$ cat config.mk
export PLATFORM = sky130hd
export DESIGN_NAME = pmode_ctrl
export DESIGN_NICKNAME = d
export VERILOG_FILES = /design/src/rtl/pmode_pkg.sv /design/src/rtl/pmode_lat_timer.sv /design/src/rtl/pmode_fsm.sv /design/src/rtl/pmode_acct.sv /design/src/rtl/pmode_ctrl.sv
export SDC_FILE = /design/constraint.sdc
export NUM_CORES = 1
export LEC_CHECK = 0
export BUFFER_PORTS_ARGS = -buffer_cell sky130_fd_sc_hd__buf_4
export CAP_MARGIN = 20
export CORE_ASPECT_RATIO = 0.8
export CORE_MARGIN = 1
export CORE_UTILIZATION = 30
export CTS_CLUSTER_DIAMETER = 100
export DETAILED_ROUTE_END_ITERATION = 8
export MAX_ROUTING_LAYER = met4
export SLEW_MARGIN = 20
export SYNTH_ARGS = -nofsm -noshare
export SYNTH_HDL_FRONTEND = slang
export SYNTH_HIERARCHICAL = 1
export SYNTH_SLANG_ARGS = --single-unit
$ cat constraint.sdc
create_clock -name clk_i -period 2 [get_ports clk_i]
set_input_delay 0.3 -clock clk_i [delete_from_list [all_inputs] [get_ports clk_i]]
set_output_delay 0.3 -clock clk_i [all_outputs]
set_load 0.02 [all_outputs]
$ cat src/rtl/pmode_pkg.sv
package pmode_pkg;
  typedef enum logic [2:0] {
    ST_RUN, ST_IDLE, ST_SLEEP, ST_R2I, ST_I2R, ST_TO_SLP, ST_WAKE
  } pm_state_e;

  localparam logic [1:0] MODE_RUN   = 2'd0;
  localparam logic [1:0] MODE_IDLE  = 2'd1;
  localparam logic [1:0] MODE_SLEEP = 2'd2;
  localparam int unsigned NUM_MODES = 3;
endpackage

$ cat src/rtl/pmode_lat_timer.sv
module pmode_lat_timer #(
  parameter int unsigned LAT_W = 8
) (
  input  logic             clk_i,
  input  logic             rst_ni,
  input  logic             load_i,
  input  logic [LAT_W-1:0] load_val_i,
  output logic             done_o
);
  logic [LAT_W-1:0] cnt_q;

  always_ff @(posedge clk_i or negedge rst_ni) begin
    if (!rst_ni)             cnt_q <= '0;
    else if (load_i)         cnt_q <= load_val_i;
    else if (cnt_q != '0)    cnt_q <= cnt_q - 1'b1;
  end

  assign done_o = (cnt_q == '0);
endmodule

$ cat src/rtl/pmode_fsm.sv
module pmode_fsm
  import pmode_pkg::*;
#(
  parameter int unsigned LAT_W          = 8,
  parameter int unsigned RUN_IDLE_LAT   = 4,
  parameter int unsigned IDLE_RUN_LAT   = 4,
  parameter int unsigned SLEEP_ENTRY_LAT = 8,
  parameter int unsigned SLEEP_EXIT_LAT  = 16
) (
  input  logic             clk_i,
  input  logic             rst_ni,
  input  logic             idle_req_i,
  input  logic             sleep_req_i,
  input  logic             irq_i,
  input  logic             wake_i,
  input  logic             tmr_done_i,
  output logic             tmr_load_o,
  output logic [LAT_W-1:0] tmr_val_o,
  output pm_state_e        state_o
);
  localparam logic [LAT_W-1:0] LD_RI = LAT_W'(RUN_IDLE_LAT - 1);
  localparam logic [LAT_W-1:0] LD_IR = LAT_W'(IDLE_RUN_LAT - 1);
  localparam logic [LAT_W-1:0] LD_SE = LAT_W'(SLEEP_ENTRY_LAT - 1);
  localparam logic [LAT_W-1:0] LD_SX = LAT_W'(SLEEP_EXIT_LAT - 1);

  pm_state_e state_q, state_d;
  logic      irq_pend_q;

  always_comb begin
    state_d    = state_q;
    tmr_load_o = 1'b0;
    tmr_val_o  = '0;
    unique case (state_q)
      ST_RUN: begin
        if (sleep_req_i) begin
          state_d = ST_TO_SLP; tmr_load_o = 1'b1; tmr_val_o = LD_SE;
        end else if (idle_req_i) begin
          state_d = ST_R2I; tmr_load_o = 1'b1; tmr_val_o = LD_RI;
        end
      end
      ST_IDLE: begin
        if (irq_i) begin
          state_d = ST_I2R; tmr_load_o = 1'b1; tmr_val_o = LD_IR;
        end else if (sleep_req_i) begin
          state_d = ST_TO_SLP; tmr_load_o = 1'b1; tmr_val_o = LD_SE;
        end
      end
      ST_SLEEP: begin
        if (wake_i) begin
          state_d = ST_WAKE; tmr_load_o = 1'b1; tmr_val_o = LD_SX;
        end
      end
      ST_R2I: begin
        if (tmr_done_i) begin
          if (irq_pend_q || irq_i) begin
            state_d = ST_I2R; tmr_load_o = 1'b1; tmr_val_o = LD_IR;
          end else begin
            state_d = ST_IDLE;
          end
        end
      end
      ST_I2R:    if (tmr_done_i) state_d = ST_RUN;
      ST_TO_SLP: if (tmr_done_i) state_d = ST_SLEEP;
      ST_WAKE:   if (tmr_done_i) state_d = ST_RUN;
      default:   state_d = ST_RUN;
    endcase
  end

  always_ff @(posedge clk_i or negedge rst_ni) begin
    if (!rst_ni) begin
      state_q    <= ST_RUN;
      irq_pend_q <= 1'b0;
    end else begin
      state_q <= state_d;
      // interrupt seen during Idle entry is held until entry completes
      if (state_q == ST_R2I && !tmr_done_i) irq_pend_q <= irq_pend_q | irq_i;
      else                                  irq_pend_q <= 1'b0;
    end
  end

  assign state_o = state_q;
endmodule

$ cat src/rtl/pmode_acct.sv
module pmode_acct
  import pmode_pkg::*;
#(
  parameter int unsigned CNT_W = 32
) (
  input  logic                 clk_i,
  input  logic                 rst_ni,
  input  logic [NUM_MODES-1:0] settled_i,
  input  logic [1:0]           rd_addr_i,
  output logic [CNT_W-1:0]     rd_data_o
);
  logic [CNT_W-1:0] ctr_q [NUM_MODES];

  for (genvar g = 0; g < NUM_MODES; g++) begin : g_ctr
    always_ff @(posedge clk_i or negedge rst_ni) begin
      if (!rst_ni)                          ctr_q[g] <= '0;
      else if (settled_i[g] && ctr_q[g] != '1) ctr_q[g] <= ctr_q[g] + 1'b1;
    end
  end

  always_comb begin
    unique case (rd_addr_i)
      2'd0:    rd_data_o = ctr_q[0];
      2'd1:    rd_data_o = ctr_q[1];
      2'd2:    rd_data_o = ctr_q[2];
      default: rd_data_o = '0;
    endcase
  end
endmodule

$ cat src/rtl/pmode_ctrl.sv
module pmode_ctrl
  import pmode_pkg::*;
#(
  parameter int unsigned CNT_W           = 32,
  parameter int unsigned RUN_IDLE_LAT    = 4,
  parameter int unsigned IDLE_RUN_LAT    = 4,
  parameter int unsigned SLEEP_ENTRY_LAT = 8,
  parameter int unsigned SLEEP_EXIT_LAT  = 16
) (
  input  logic             clk_i,
  input  logic             rst_ni,
  input  logic             idle_req_i,
  input  logic             sleep_req_i,
  input  logic             irq_i,
  input  logic             wake_i,
  input  logic [1:0]       rd_addr_i,
  output logic             clk_gate_o,
  output logic             pwr_off_o,
  output logic             busy_o,
  output logic [1:0]       mode_o,
  output logic [CNT_W-1:0] rd_data_o
);
  localparam int unsigned MAX_A   = RUN_IDLE_LAT > IDLE_RUN_LAT ? RUN_IDLE_LAT : IDLE_RUN_LAT;
  localparam int unsigned MAX_B   = SLEEP_ENTRY_LAT > SLEEP_EXIT_LAT ? SLEEP_ENTRY_LAT : SLEEP_EXIT_LAT;
  localparam int unsigned MAX_LAT = MAX_A > MAX_B ? MAX_A : MAX_B;
  localparam int unsigned LAT_W   = $clog2(MAX_LAT + 1);

  pm_state_e              state;
  logic                   tmr_load, tmr_done;
  logic [LAT_W-1:0]       tmr_val;
  logic [NUM_MODES-1:0]   settled;

  pmode_fsm #(
    .LAT_W(LAT_W), .RUN_IDLE_LAT(RUN_IDLE_LAT), .IDLE_RUN_LAT(IDLE_RUN_LAT),
    .SLEEP_ENTRY_LAT(SLEEP_ENTRY_LAT), .SLEEP_EXIT_LAT(SLEEP_EXIT_LAT)
  ) u_fsm (
    .clk_i, .rst_ni, .idle_req_i, .sleep_req_i, .irq_i, .wake_i,
    .tmr_done_i(tmr_done), .tmr_load_o(tmr_load), .tmr_val_o(tmr_val),
    .state_o(state)
  );

  pmode_lat_timer #(.LAT_W(LAT_W)) u_tmr (
    .clk_i, .rst_ni, .load_i(tmr_load), .load_val_i(tmr_val), .done_o(tmr_done)
  );

  assign settled = {state == ST_SLEEP, state == ST_IDLE, state == ST_RUN};

  pmode_acct #(.CNT_W(CNT_W)) u_acct (
    .clk_i, .rst_ni, .settled_i(settled), .rd_addr_i, .rd_data_o
  );

  always_comb begin
    clk_gate_o = (state != ST_RUN);   // released only once Run is settled
    pwr_off_o  = (state == ST_SLEEP); // cut only after entry latency
    busy_o     = ~|settled;
    unique case (state)
      ST_IDLE, ST_R2I:    mode_o = MODE_IDLE;
      ST_SLEEP, ST_TO_SLP: mode_o = MODE_SLEEP;
      default:            mode_o = MODE_RUN;
    endcase
  end
endmodule

## Yosys cells after proc, flatten, opt, wreduce, memory -nomap -nowiden

Cells that the tools add are included.

| cells by class | value |
|---|---|
| equality and inequality tests | 17 |
| bitwise gates (word level) | 1 |
| divide/modulo/power cells | 0 |
| mux-type cells | 31 |
| $mul | 0 |
| order comparisons | 0 |
| reduce and logical (&&, ||, !) cells | 18 |
| shift operators | 0 |
| add/subtract/negate cells | 4 |

Operators with widths:

| kind | number |
|---|---|
| $add A32 B1 Y32 const B | 3 |
| $ne A32 B32 Y1 const B | 3 |
| $pmux W32 S3 | 1 |
| $mux W3 | 10 |
| $mux W5 | 5 |
| $pmux W5 S4 | 1 |
| $pmux W3 S6 | 1 |
| $eq A3 B3 Y1 const B | 3 |
| $mux W1 | 8 |
| $eq A3 B2 Y1 const B | 2 |
| $ne A2 B1 Y1 const B | 3 |
| $ne A3 B3 Y1 const B | 2 |
| $reduce_and A6 Y1 | 1 |
| $reduce_or A2 Y1 | 3 |
| $logic_not A5 Y1 | 1 |
| $reduce_bool A5 Y1 | 1 |
| $sub A5 B1 Y5 const B | 1 |
| $logic_and A1 B1 Y1 | 4 |
| $mux W2 | 2 |
| $mux W4 | 1 |
| $pmux W1 S4 | 1 |
| $pmux W2 S2 | 1 |
| $eq A3 B1 Y1 const B | 1 |
| $logic_not A3 Y1 | 1 |
| 10 further kinds | 11 |

| word-level totals | value |
|---|---|
| RAM bits | 0 |
| memories kept | 0 |
| word-level logic and storage cells | 77 |
| output and inout port bits | 37 |
| flip-flop bits (word level) | 105 |
| memory bits (read-only) | 0 |
| bits in latches | 0 |

## Longest topological paths before layout

Gate-level depths: netlist of run 1.

| depth | value |
|---|---|
| depth in word-level cells | 5 |
| gate-level depth with buffers | 8 |
| gate-level depth less buffers | 7 |

## Modules after synthesis

Netlist of run 1, hierarchy kept.

By module, submodules not included:

| module | area each (um2) | sequential area each (um2) | cells an instance | instances |
|---|---|---|---|---|
| pmode_acct | 5,325.1 | 2,402.3 | 539 | 1 |
| pmode_fsm | 402.9 | 100.1 | 48 | 1 |
| pmode_lat_timer | 279.0 | 125.1 | 27 | 1 |
| pmode_ctrl | 57.6 | 0.0 | 8 | 1 |

## Least setup slack after synthesis of run 1

OpenSTA, ideal clock, no wires.

| timing path | value |
|---|---|
| path type | register to register |
| from | register u_fsm.state_q[0] (netlist: u_fsm/state_o[0]) |
| to | register u_acct/ctr_q[62] (netlist bit) |
| path buffers | 0 |
| setup slack | -0.301 ns |
| setup time | 0.124 ns |
| data arrival time | 2.177 ns |
| stages on the path, launching flop included | 8 |
| path through | dfrtp_1 > nor2b_1 > and2b_2 > nand3_1 > or4_4 > a211oi_4 > nand4_1 > xnor2_1 |

| on the way | value |
|---|---|
| longest elaborated chain between the ends | 2 |

RTL lines:

| element | RTL line | text |
|---|---|---|
| start: declaration | pmode_fsm.sv:26 | `pm_state_e state_q, state_d;` |
| start signal: assignment | pmode_fsm.sv:74 | `state_q <= state_d;` |
| $eq A3 B1 Y1 | pmode_ctrl.sv:46 | `assign settled = {state == ST_SLEEP, state == ST_IDLE, state == ST_RUN};` |
| net settled[1] | pmode_ctrl.sv:31 | `logic [NUM_MODES-1:0] settled;` |
| $logic_and A1 B1 Y1 | pmode_acct.sv:17 | `else if (settled_i[g] && ctr_q[g] != '1) ctr_q[g] <= ctr_q[g] + 1'b1;` |
| end signal: indexed assignment | pmode_acct.sv:16 | `if (!rst_ni) ctr_q[g] <= '0;` |
| end: declaration | pmode_acct.sv:12 | `logic [CNT_W-1:0] ctr_q [NUM_MODES];` |

The timed path passes the listed nets, and every way through them passes these cells.
A chain may end at the register's enable or synchronous reset.

## Worst setup path in the final report of run 1

| timing path | value |
|---|---|
| from | register u_fsm.state_q[2] (netlist: u_fsm/state_o[2]) |
| to | register u_acct/ctr_q[75] (netlist bit) |

| on the way | value |
|---|---|
| longest elaborated chain between the ends | 2 |

RTL lines:

| element | RTL line |
|---|---|
| $logic_not A3 Y1 | pmode_ctrl.sv:46 |
| net settled[0] | pmode_ctrl.sv:31 |
| $logic_and A1 B1 Y1 | pmode_acct.sv:17 |

The timed path passes the listed nets, and every way through them passes these cells.

==> out/results.tsv, run 1 <==
metric	value	unit
status	finished, violations left	
violations	negative setup slack	
fillers	1954	
area_growth	32.5	%
layout_common_cells	146 x buf_4, 103 x dfrtp_1, 75 x nand2_1	
htree_levels	3	
path_clk_slew	0.07	ns
max_clock_freq	477	MHz
layout_commonest_cell	buf_4	
cts_tree	done	
synth.net_count	634	
synth_edf_count	0	
fp.dieW	161	um
clockBufferDepth	2	
crit_chain	or3_4, inv_4, nand4_1, or3_4, a31oi_4, buf_12, nand4_1, xnor2_1	
dp_hpwl	12800	um
grt_max_degree	40	
drv_slew	0	
required	2.24	ns
leakagePower	3.70	nW
cpLargestDelayFamily	simple AND/OR/NAND/NOR gates	
io_buffer_count	44	
cts_sinks	105	
initial_core_util	30.6	%
die-area	20800	um2
antenna_found_initial	0	
grt_remaining_overflow	0	
wire_per_inst	16.7	um
rows	46	
syn_area_per_cell	9.75	um2
hold_violations	0	
finalWeightedCongestion	0.848	
vias	5211	
worst-path-buf-inv	2	
postRouteAntennaNets	0	
io_pins	45	
startpoint_type	flip-flop	
yosysTopAreaCellShare	43.3	%
dr.pass1.iters	5	
rsz0062_at_grt	yes	
arrival	2.34	ns
cap_violations	0	
fin_ws	-0.0986	ns
ys_types	63	
worstSetupPathType	reg -> reg	
die_y	129	um
crit_path_end_kind	flip-flop	
synthFlopType	dfrtp_1	
via_per_inst	5.04	
timing.final.crit_share	105	%
drc_errors	0	
core_area	19800	um2
ys_seq_area_share	43.3	%
layout.nets	777	
multi_input_area	3470	um2
fin_skew	0.0117	ns
numCtsBuffers	9	
ir_drop	0.000561	V
slowest_delay	0.42	ns
powerDensity	787	nW/um2
slowest_stage	dfrtp_2	
drive_gt1_share	30.9	%
ys_seq_elements	105	
setup_violations	12	
cts_root_buf	clkbuf_16	
syn_area	6060	um2
antenna_cells	0	
ys_top_cells_by_area	dfrtp_1 43%, xnor2_1 8.7%, mux2i_1 5.3%, nand2_1 4.6%, xor2_1 4.6%	
gr-usage-all-layers	17.6	%
grt_pass1_vias	5080	
wirelength	17200	um
ys_async_sr_fraction	100	%
hold_class	in -> reg	
clk_latency	0.36	ns
total_power	6.33	mW
final.setup.tns	-0.652	ns
ys.warnings.count	6	
synth_cells	622	
yosysTopAreaCell	dfrtp_1	
first_iter_violations	376	
register_area	2630	um2
worstPathMaxFanout	6	
grt_pass1_wl	27500	um
period_needed	2.10	ns
[through the flow]
stage          util, %  hold slack [ns]  instances  area, um2  worst slack [ns]
3_5_place_dp      37.3            0.165       1000       7390            -0.145
2_1_floorplan        -          0.00441        622       6080            -0.102
6_report          40.6            0.313       1034       8040           -0.0986
3_3_place_gp      37.3            0.164       1000       7390           -0.0844
5_1_grt           40.6            0.313       1034       8040            -0.206
4_1_cts           39.3            0.296       1021       7780            -0.111
[metal layers]
layer  global-route usage, %  wire [um]
met1                    25.9       8590
met2                    24.4       7300
met3                    3.59       1190
met5                       -          0
met4                    3.94        170
[worst reg2reg max path, delay by kind of cell, from the launching register on]
kind	cells	cell delay [ns]
AND/OR/NAND/NOR	4	1.01
flip-flops	1	0.42
buffers and inverters	2	0.21
AO/OA/AOI/OAI	1	0.20
XOR/XNOR	1	0.14
[final timing paths]
path | to | startpoint | cells after the start | slack [ns]
max reg2reg | u_acct/ctr_q[75]$_DFFE_PN0P_ | u_fsm/state_o[2]$_DFFE_PN0P_ | 8 | -0.1
max in group asynchronous | u_fsm/state_o[0]$_DFFE_PN0P_ | rst_ni | 3 | 1.03
min in group asynchronous | u_tmr/cnt_q[3]$_DFFE_PN0P_ | rst_ni | 2 | 0.33
min reg2reg | u_acct/ctr_q[12]$_DFFE_PN0P_ | u_acct/ctr_q[12]$_DFFE_PN0P_ | 1 | 0.50
max | u_acct/ctr_q[75]$_DFFE_PN0P_ | u_fsm/state_o[2]$_DFFE_PN0P_ | 8 | -0.1
min | u_fsm/state_o[1]$_DFFE_PN0P_ | sleep_req_i | 3 | 0.31
[report_power, final]
part           switching, mW  internal [mW]  leakage (nW)
registers              0.155           2.31          1.44
logic                   1.05           1.06          2.13
clock network          0.884          0.868         0.136
total                   2.09           4.24          3.70
[timing repair]
action	in CTS	in global routing
buffers inserted	4	13
hold buffers	1	0
gates resized for setup	12	37
endpoints found under the hold margin	10	0
setup endpoints to repair	18	53
gates cloned	0	1
pin swaps	11	19
[cells by family (layout without fill, tap and decap cells)]
family | after synthesis | in the layout | share of synthesized area (%)
AND/OR/NAND/NOR | 276 | 276 | 25.7
flip-flops | 105 | 105 | 43.3
XOR/XNOR | 92 | 92 | 13.3
AO/OA/AOI/OAI | 67 | 67 | 7.51
buffers and inverters | 40 | 188 | 3.03
multiplexers | 37 | 37 | 6.27
adder cells (fa/ha/maj) | 4 | 4 | 0.825
other | 1 | 1 | 0.0618
[final cells by class]
type | count | share of cell area, %
sequential | 105 | 32.7
tap | 264 | 4.11
clock inverter | 7 | 0.747
multi-input combinational | 477 | 43.2
inverter | 14 | 0.685
clock buffer | 9 | 2.80
timing repair buffer | 158 | 15.7
[cell usage after synthesis (2+ instances only)]
cell / number
o21ai_0: 34
a31oi_1: 4
and3_2: 3
a21oi_1: 5
buf_2: 3
nand2_1: 75
nor3b_1: 4
and2_1: 6
nand4_1: 38
nand3b_1: 2
buf_4: 3
inv_1: 14
nand2b_1: 2
nand3_2: 3
nor4_1: 7
or3b_1: 2
o21ai_2: 2
ha_1: 4
nor4_4: 2
o31ai_1: 4
buf_6: 2
nor2b_1: 2
mux2_2: 4
nor2_1: 24
dfrtp_1: 105
nand3_1: 43
xor2_1: 32
and4_1: 18
o21ai_1: 3
or3_4: 2
xnor2_1: 60
mux2i_1: 32
and3_1: 10
nor4b_1: 3
clkbuf_1: 17
nor3_1: 20
o31a_1: 2
[flip-flops by register name (all words and copies together), names as in the netlist]
signal            flops
u_acct/ctr_q         96
u_fsm/state_o         3
u_tmr/cnt_q           5
u_fsm/irq_pend_q      1
Note: power is estimated with default switching activity, not from simulation.
==> inputs of run 2 (changes only) <==
--- a/config.mk
+++ b/config.mk
@@ -12,6 +12,7 @@
 export CORE_UTILIZATION = 30
 export CTS_CLUSTER_DIAMETER = 100
 export DETAILED_ROUTE_END_ITERATION = 8
+export GPL_TIMING_DRIVEN = 0
 export MAX_ROUTING_LAYER = met4
 export SLEW_MARGIN = 20
 export SYNTH_ARGS = -nofsm -noshare
==> run 2 against run 1 <==
  * The flow still finishes with violations (negative setup slack)
  * First-iteration DRC count shrank 7.4%
  * Highest routed layer unchanged
  * Flip-flop and latch count is the same
  * Non-clock buffer count shrank 37
  * Core utilization grew 0.051 points
  * Design area grew 0.12%
  * Clock power grew 18%
  * Wire length grew 1.5%
  * Critical path depth is the same
  * Combinational power grew 7%
  * Sequential share of layout area grew 0.21 points
  * Largest cell class unchanged
==> out/results.tsv, run 2 (synthesis gave the netlist of run 1 again) <==
metric	value	unit	change
arrival	2.48	ns	+0.14 ns
place_area	6740	um2	-8.7%
first_iter_violations	348		-7.4%
p_sw	2.08	mW	-0.37%
fin_skew	0.00723	ns	-0.00447 ns
area_growth	32.7	%	
cts_tree	done		
finalWeightedCongestion	0.877		+3.4%
pwr-share-comb	32.9	%	-0.4 points
hold_violations	0		unchanged
maxSlewHeadroom	38.7	%	
rows	46		unchanged
wirelength	17500	um	+1.5%
gr-usage-all-layers	17.3	%	-0.27 points
layout_commonest_cell	buf_4		
tightest_slew	0.919	ns	
timing.final.crit_share	113	%	+8.0 points
core_area	19800	um2	unchanged
startpoint_type	flip-flop		
period_needed	2.26	ns	+0.161 ns
rsz0062_at_grt	yes		
path_clk_slew	0.07	ns	about the same
numCtsBuffers	9		unchanged
cts_sinks	105		unchanged
grt_pass1_wl	26900	um	-2.0%
leakagePower	3.62	nW	-2.2%
ir_drop	0.000672	V	+20%
htree_levels	3		unchanged
worstPathMaxFanout	4		-2
postRouteAntennaNets	0		unchanged
met1_usage	25.9	%	+0.036 points
io_pins	45		unchanged
vias	5184		-0.52%
grt_max_degree	106		+170%
fp.dieW	161	um	unchanged
seqPwrFrac	37.0	%	-2.0 points
required	2.23	ns	about the same
worstSetupPathType	reg -> reg		
initial_core_util	30.6	%	unchanged
io_buffer_count	43		-2.3%
violations	negative setup slack		
wire_per_inst	17.5	um	+5.2%
fin_cells	998		-3.5%
holdBufCountCts	0		-1
pre_cts_ws	-0.490	ns	-0.345 ns
clk_latency	0.35	ns	about the same
hold_ws	0.0228	ns	-0.290 ns
max_clock_freq	443	MHz	-7.1%
drive_gt1_share	32.4	%	+1.5 points
largest_reg_flops	96		unchanged
p_sw_share	30.5	%	-2.6 points
cap_violations	0		unchanged
via_per_inst	5.19		+3.1%
use_met2	23.9	%	-0.53 points
die_y	129	um	unchanged
layout.nets	741		-4.6%
hold_class	in -> async		
regMostFlops	u_acct/ctr_q		
dr.pass1.iters	5		unchanged
fin_area	8050	um2	+0.12%
setup_violations	25		+13
drc_errors	0		unchanged
cts_root_buf	clkbuf_16		
grt.met3_usage	3.14	%	-0.45 points
dp_hpwl	12000	um	-5.9%
crit_path_end_kind	flip-flop		
fillers	1953		-0.051%
grt_pass1_vias	4849		-4.5%
powerDensity	849	nW/um2	+7.9%
antenna_cells	0		unchanged
antenna_found_initial	0		unchanged
grt-busiest-layer	met1		
fin_ws	-0.259	ns	-0.161 ns
clockBufferDepth	2		unchanged
layout_common_cells	93 x buf_4, 87 x dfrtp_1, 71 x nand2_1		
dp_cells	929		-7.1%
grt_remaining_overflow	0		unchanged
die-area	20800	um2	unchanged
drv_slew	0		unchanged
status	finished, violations left		
p_int	4.75	mW	+12%
clkPwrFrac	30.2	%	+2.5 points
[run 2: layout make-up]
cell class	instances	area [um2]	area share, %
flip-flops and latches	105	2650	32.9
plain buffers	22	153	1.90
clock inverters	5	103	1.27
multi-input cells	478	3730	46.3
inverters	14	55.1	0.684
repair buffers	99	785	9.75
well taps	264	330	4.10
clock buffers	11	243	3.02
[run 2: path summary, 6_finish.rpt]
| path | from | to | slack [ns] | cells past startpoint |
|---|---|---|---|---|
| max in group asynchronous | rst_ni | u_acct/ctr_q[38]$_DFFE_PN0P_ | 1.22 | 1 |
| worst max register to register | u_fsm/state_o[0]$_DFFE_PN0P_ | u_acct/ctr_q[77]$_DFFE_PN0P_ | -0.26 | 8 |
| worst min register to register | u_acct/ctr_q[12]$_DFFE_PN0P_ | u_acct/ctr_q[12]$_DFFE_PN0P_ | 0.49 | 1 |
| worst max-delay path | u_fsm/state_o[0]$_DFFE_PN0P_ | u_acct/ctr_q[77]$_DFFE_PN0P_ | -0.26 | 8 |
| worst min-delay path | rst_ni | u_acct/ctr_q[34]$_DFFE_PN0P_ | 0.02 | 1 |
| min in group clk_i | sleep_req_i | u_fsm/state_o[1]$_DFFE_PN0P_ | 0.31 | 3 |
[run 2: metal layers]
layer | routed length (um) | share of wire (%)
met2 | 7520 | 43
met1 | 9010 | 51
met4 | 180 | 1.0
met3 | 794 | 4.5
met5 | 0 | 0
[run 2: repair_timing]
item	in CTS	in global routing
buffers inserted	29	28
resized for setup	73	62
endpoints found under the setup margin	97	102
gates cloned	1	1
pin swaps	29	41
[run 2: power groups by stage]
stage | Combinational, mW | Sequential, mW | Clock (mW)
global placement | 1.56 | 2.59 | 0
global route | 2.43 | 2.55 | 2.16
detailed placement | 1.58 | 2.60 | 0
CTS | 1.94 | 2.53 | 2.10
finish | 2.25 | 2.53 | 2.06
floorplan | 1.19 | 2.54 | 0
[run 2: worst max-delay path, cell delays in order, from the launching register on]
cell     delay [ns]
dfrtp_2        0.43
or3_4          0.40
inv_4          0.07
nand4_1        0.14
or3_4          0.46
a31oi_4        0.25
buf_12         0.16
nand3_2        0.09
xnor2_1        0.14
[run 2: through the flow]
stage	util, %	TNS, ns	total power [mW]
global placement	34.0	-20.07	4.15
floorplan	-	-0.432	3.72
global route	40.6	-5.03	7.15
CTS	38.4	-2.24	6.57
detailed placement	34.0	-21.20	4.18
finish	40.6	-2.74	6.84
==> inputs of run 3 (changes only) <==
==> constraint.sdc (replaced) <==
create_clock -name clk_i -period 2.4 [get_ports clk_i]
set_input_delay 0.36 -clock clk_i [delete_from_list [all_inputs] [get_ports clk_i]]
set_output_delay 0.36 -clock clk_i [all_outputs]
set_load 0.02 [all_outputs]
==> run 3 against run 2 <==
  * The flow now finishes without violations
  * Global-route usage is 0.65 points lower
  * Clock power down 17%
  * Maximum frequency down 2.0%
  * Critical path depth shrank 1
  * Sequential power down 16%
  * Power is 24% lower
  * Largest cell class unchanged
  * Largest power group unchanged
  * Combinational power fell by 39%
  * Hold slack better by 0.091 ns
==> out/results.tsv, run 3 (synthesis gave the netlist of run 1 again) <==
metric	value	unit	change
io_pins	45		unchanged
maxSlewHeadroom	33.1	%	-5.6 points
max_clock_freq	434	MHz	-2.0%
antenna_found_initial	0		unchanged
drv_slew	0		unchanged
seqPwrFrac	40.8	%	+3.8 points
core_area	19800	um2	unchanged
area_growth	18.2	%	
ir_drop	0.000517	V	-23%
pre_cts_ws	-0.241	ns	+0.248 ns
worstPathMaxFanout	8		+4
die_y	129	um	unchanged
startpoint_type	flip-flop		
grt_pass1_vias	4691		-3.3%
setup_violations	0		-100%
dp_hpwl	12000	um	about the same
first_iter_violations	386		+11%
drive_gt1_share	17.6	%	-15 points
grt_pass1_wl	26000	um	-3.5%
io_buffer_count	43		unchanged
final.setup.tns	0	ns	+2.74 ns
wire_per_inst	17.1	um	-2.8%
die-area	20800	um2	unchanged
hold_class	in -> async		
grt_max_degree	106		unchanged
initial_core_util	30.6	%	unchanged
p_sw_share	30.5	%	+0.040 points
layout_common_cells	103 x dfrtp_1, 75 x nand2_1, 60 x xnor2_1		
powerDensity	727	nW/um2	-14%
holdBufCountCts	0		unchanged
cts_tree	done		
required	2.67	ns	+0.44 ns
antenna_cells	0		unchanged
fp.dieW	161	um	unchanged
clk_latency	0.35	ns	about the same
cts_sinks	105		unchanged
fillers	2016		+3.2%
clockBufferDepth	2		unchanged
rows	46		unchanged
regMostFlops	u_acct/ctr_q		
drc_errors	0		unchanged
cap_violations	0		unchanged
pwr-share-comb	26.3	%	-6.6 points
finalWeightedCongestion	0.871		-0.65%
p_sw	1.59	mW	-24%
dr.pass1.iters	4		-1
leakagePower	3.14	nW	-13%
numCtsBuffers	9		unchanged
period_needed	2.31	ns	+0.0459 ns
vias	4826		-6.9%
fin_ws	0.0950	ns	+0.354 ns
timing.final.crit_share	96.0	%	-17 points
gr-usage-all-layers	16.7	%	-0.65 points
p_int	3.62	mW	-24%
tightest_slew	1.00	ns	+0.0847 ns
layout.nets	694		-6.3%
postRouteAntennaNets	0		unchanged
largest_reg_flops	96		unchanged
hold_violations	0		unchanged
clkPwrFrac	33.0	%	+2.8 points
layout_commonest_cell	dfrtp_1		
status	finished, final reports clean		
grt_remaining_overflow	0		unchanged
via_per_inst	5.07		-2.3%
worstSetupPathType	reg -> reg		
arrival	2.58	ns	+0.10 ns
path_clk_slew	0.07	ns	about the same
wirelength	16200	um	-7.4%
cts_root_buf	clkbuf_16		
htree_levels	3		unchanged
fin_skew	0.00805	ns	+0.000821 ns
crit_path_end_kind	flip-flop		
[run 3: cell types whose count changed in the layout (fill, tap and decap cells not counted), sizes merged]
| cell | change |
|---|---|
| clkbuf | +2 |
| or3b | -1 |
| buf | -48 |
[run 3: through the flow]
stage	total power [mW]	hold WS (ns)	instance area [um2]	util, %	instances
5_1_grt	5.50	0.226	7170	36.2	951
4_1_cts	5.18	0.188	7090	35.8	945
2_1_floorplan	3.08	0.0644	6060	-	622
3_3_place_gp	3.44	0.486	6720	33.9	929
6_report	5.22	0.114	7170	36.2	951
3_5_place_dp	3.45	0.481	6720	33.9	929
[run 3: cell type report]
type                       count  area (um2)  area share (%)
timing repair buffer          49         372            5.18
tap                          264         330            4.61
multi-input combinational    477        3300            46.0
sequential                   105        2630            36.7
clock buffer                  11         243            3.39
clock inverter                 5         103            1.43
inverter                      14        52.6           0.733
buffer                        26         141            1.97
[run 3: critical path, cell delays in order (launching register included)]
cell     delay (ns)
dfrtp_2        0.46
or3_4          0.42
inv_2          0.08
nand4_1        0.13
or3_4          0.45
a31oi_4        0.29
nor3b_4        0.24
xor2_1         0.15
[run 3: worst paths after layout]
path,slack (ns),cells after the start,end,startpoint
max reg2reg,0.09,7,u_acct/ctr_q[87]$_DFFE_PN0P_,u_fsm/state_o[2]$_DFFE_PN0P_
max in group asynchronous,1.53,1,u_fsm/state_o[0]$_DFFE_PN0P_,rst_ni
min,0.11,1,u_acct/ctr_q[26]$_DFFE_PN0P_,rst_ni
min reg2reg,0.50,1,u_acct/ctr_q[27]$_DFFE_PN0P_,u_acct/ctr_q[27]$_DFFE_PN0P_
max,0.09,7,u_acct/ctr_q[87]$_DFFE_PN0P_,u_fsm/state_o[2]$_DFFE_PN0P_
min in group clk_i,0.36,3,u_fsm/state_o[1]$_DFFE_PN0P_,sleep_req_i
[run 3: power groups by stage]
stage / logic [mW] / registers, mW / clock network, mW
CTS: 1.31 / 2.12 / 1.75
global placement: 1.29 / 2.15 / 0
finish: 1.37 / 2.13 / 1.72
global route: 1.51 / 2.16 / 1.83
detailed placement: 1.30 / 2.15 / 0
floorplan: 0.977 / 2.10 / 0
[run 3: metal layers]
metal	global-route usage [%]	part of all wire [%]	vias to the layer above
met5	-	0	-
met4	2.83	0.68	0
met3	3.23	5.1	11
met2	23.4	41	104
met1	24.8	53	2376
li1	-	-	2335
[run 3: repair_timing]
action,in CTS,in global routing
hold endpoints to repair,0,0
gates resized for setup,5,22
setup buffers,0,6
endpoints found under the setup margin,18,40
pin swaps,0,1
cloned,0,0
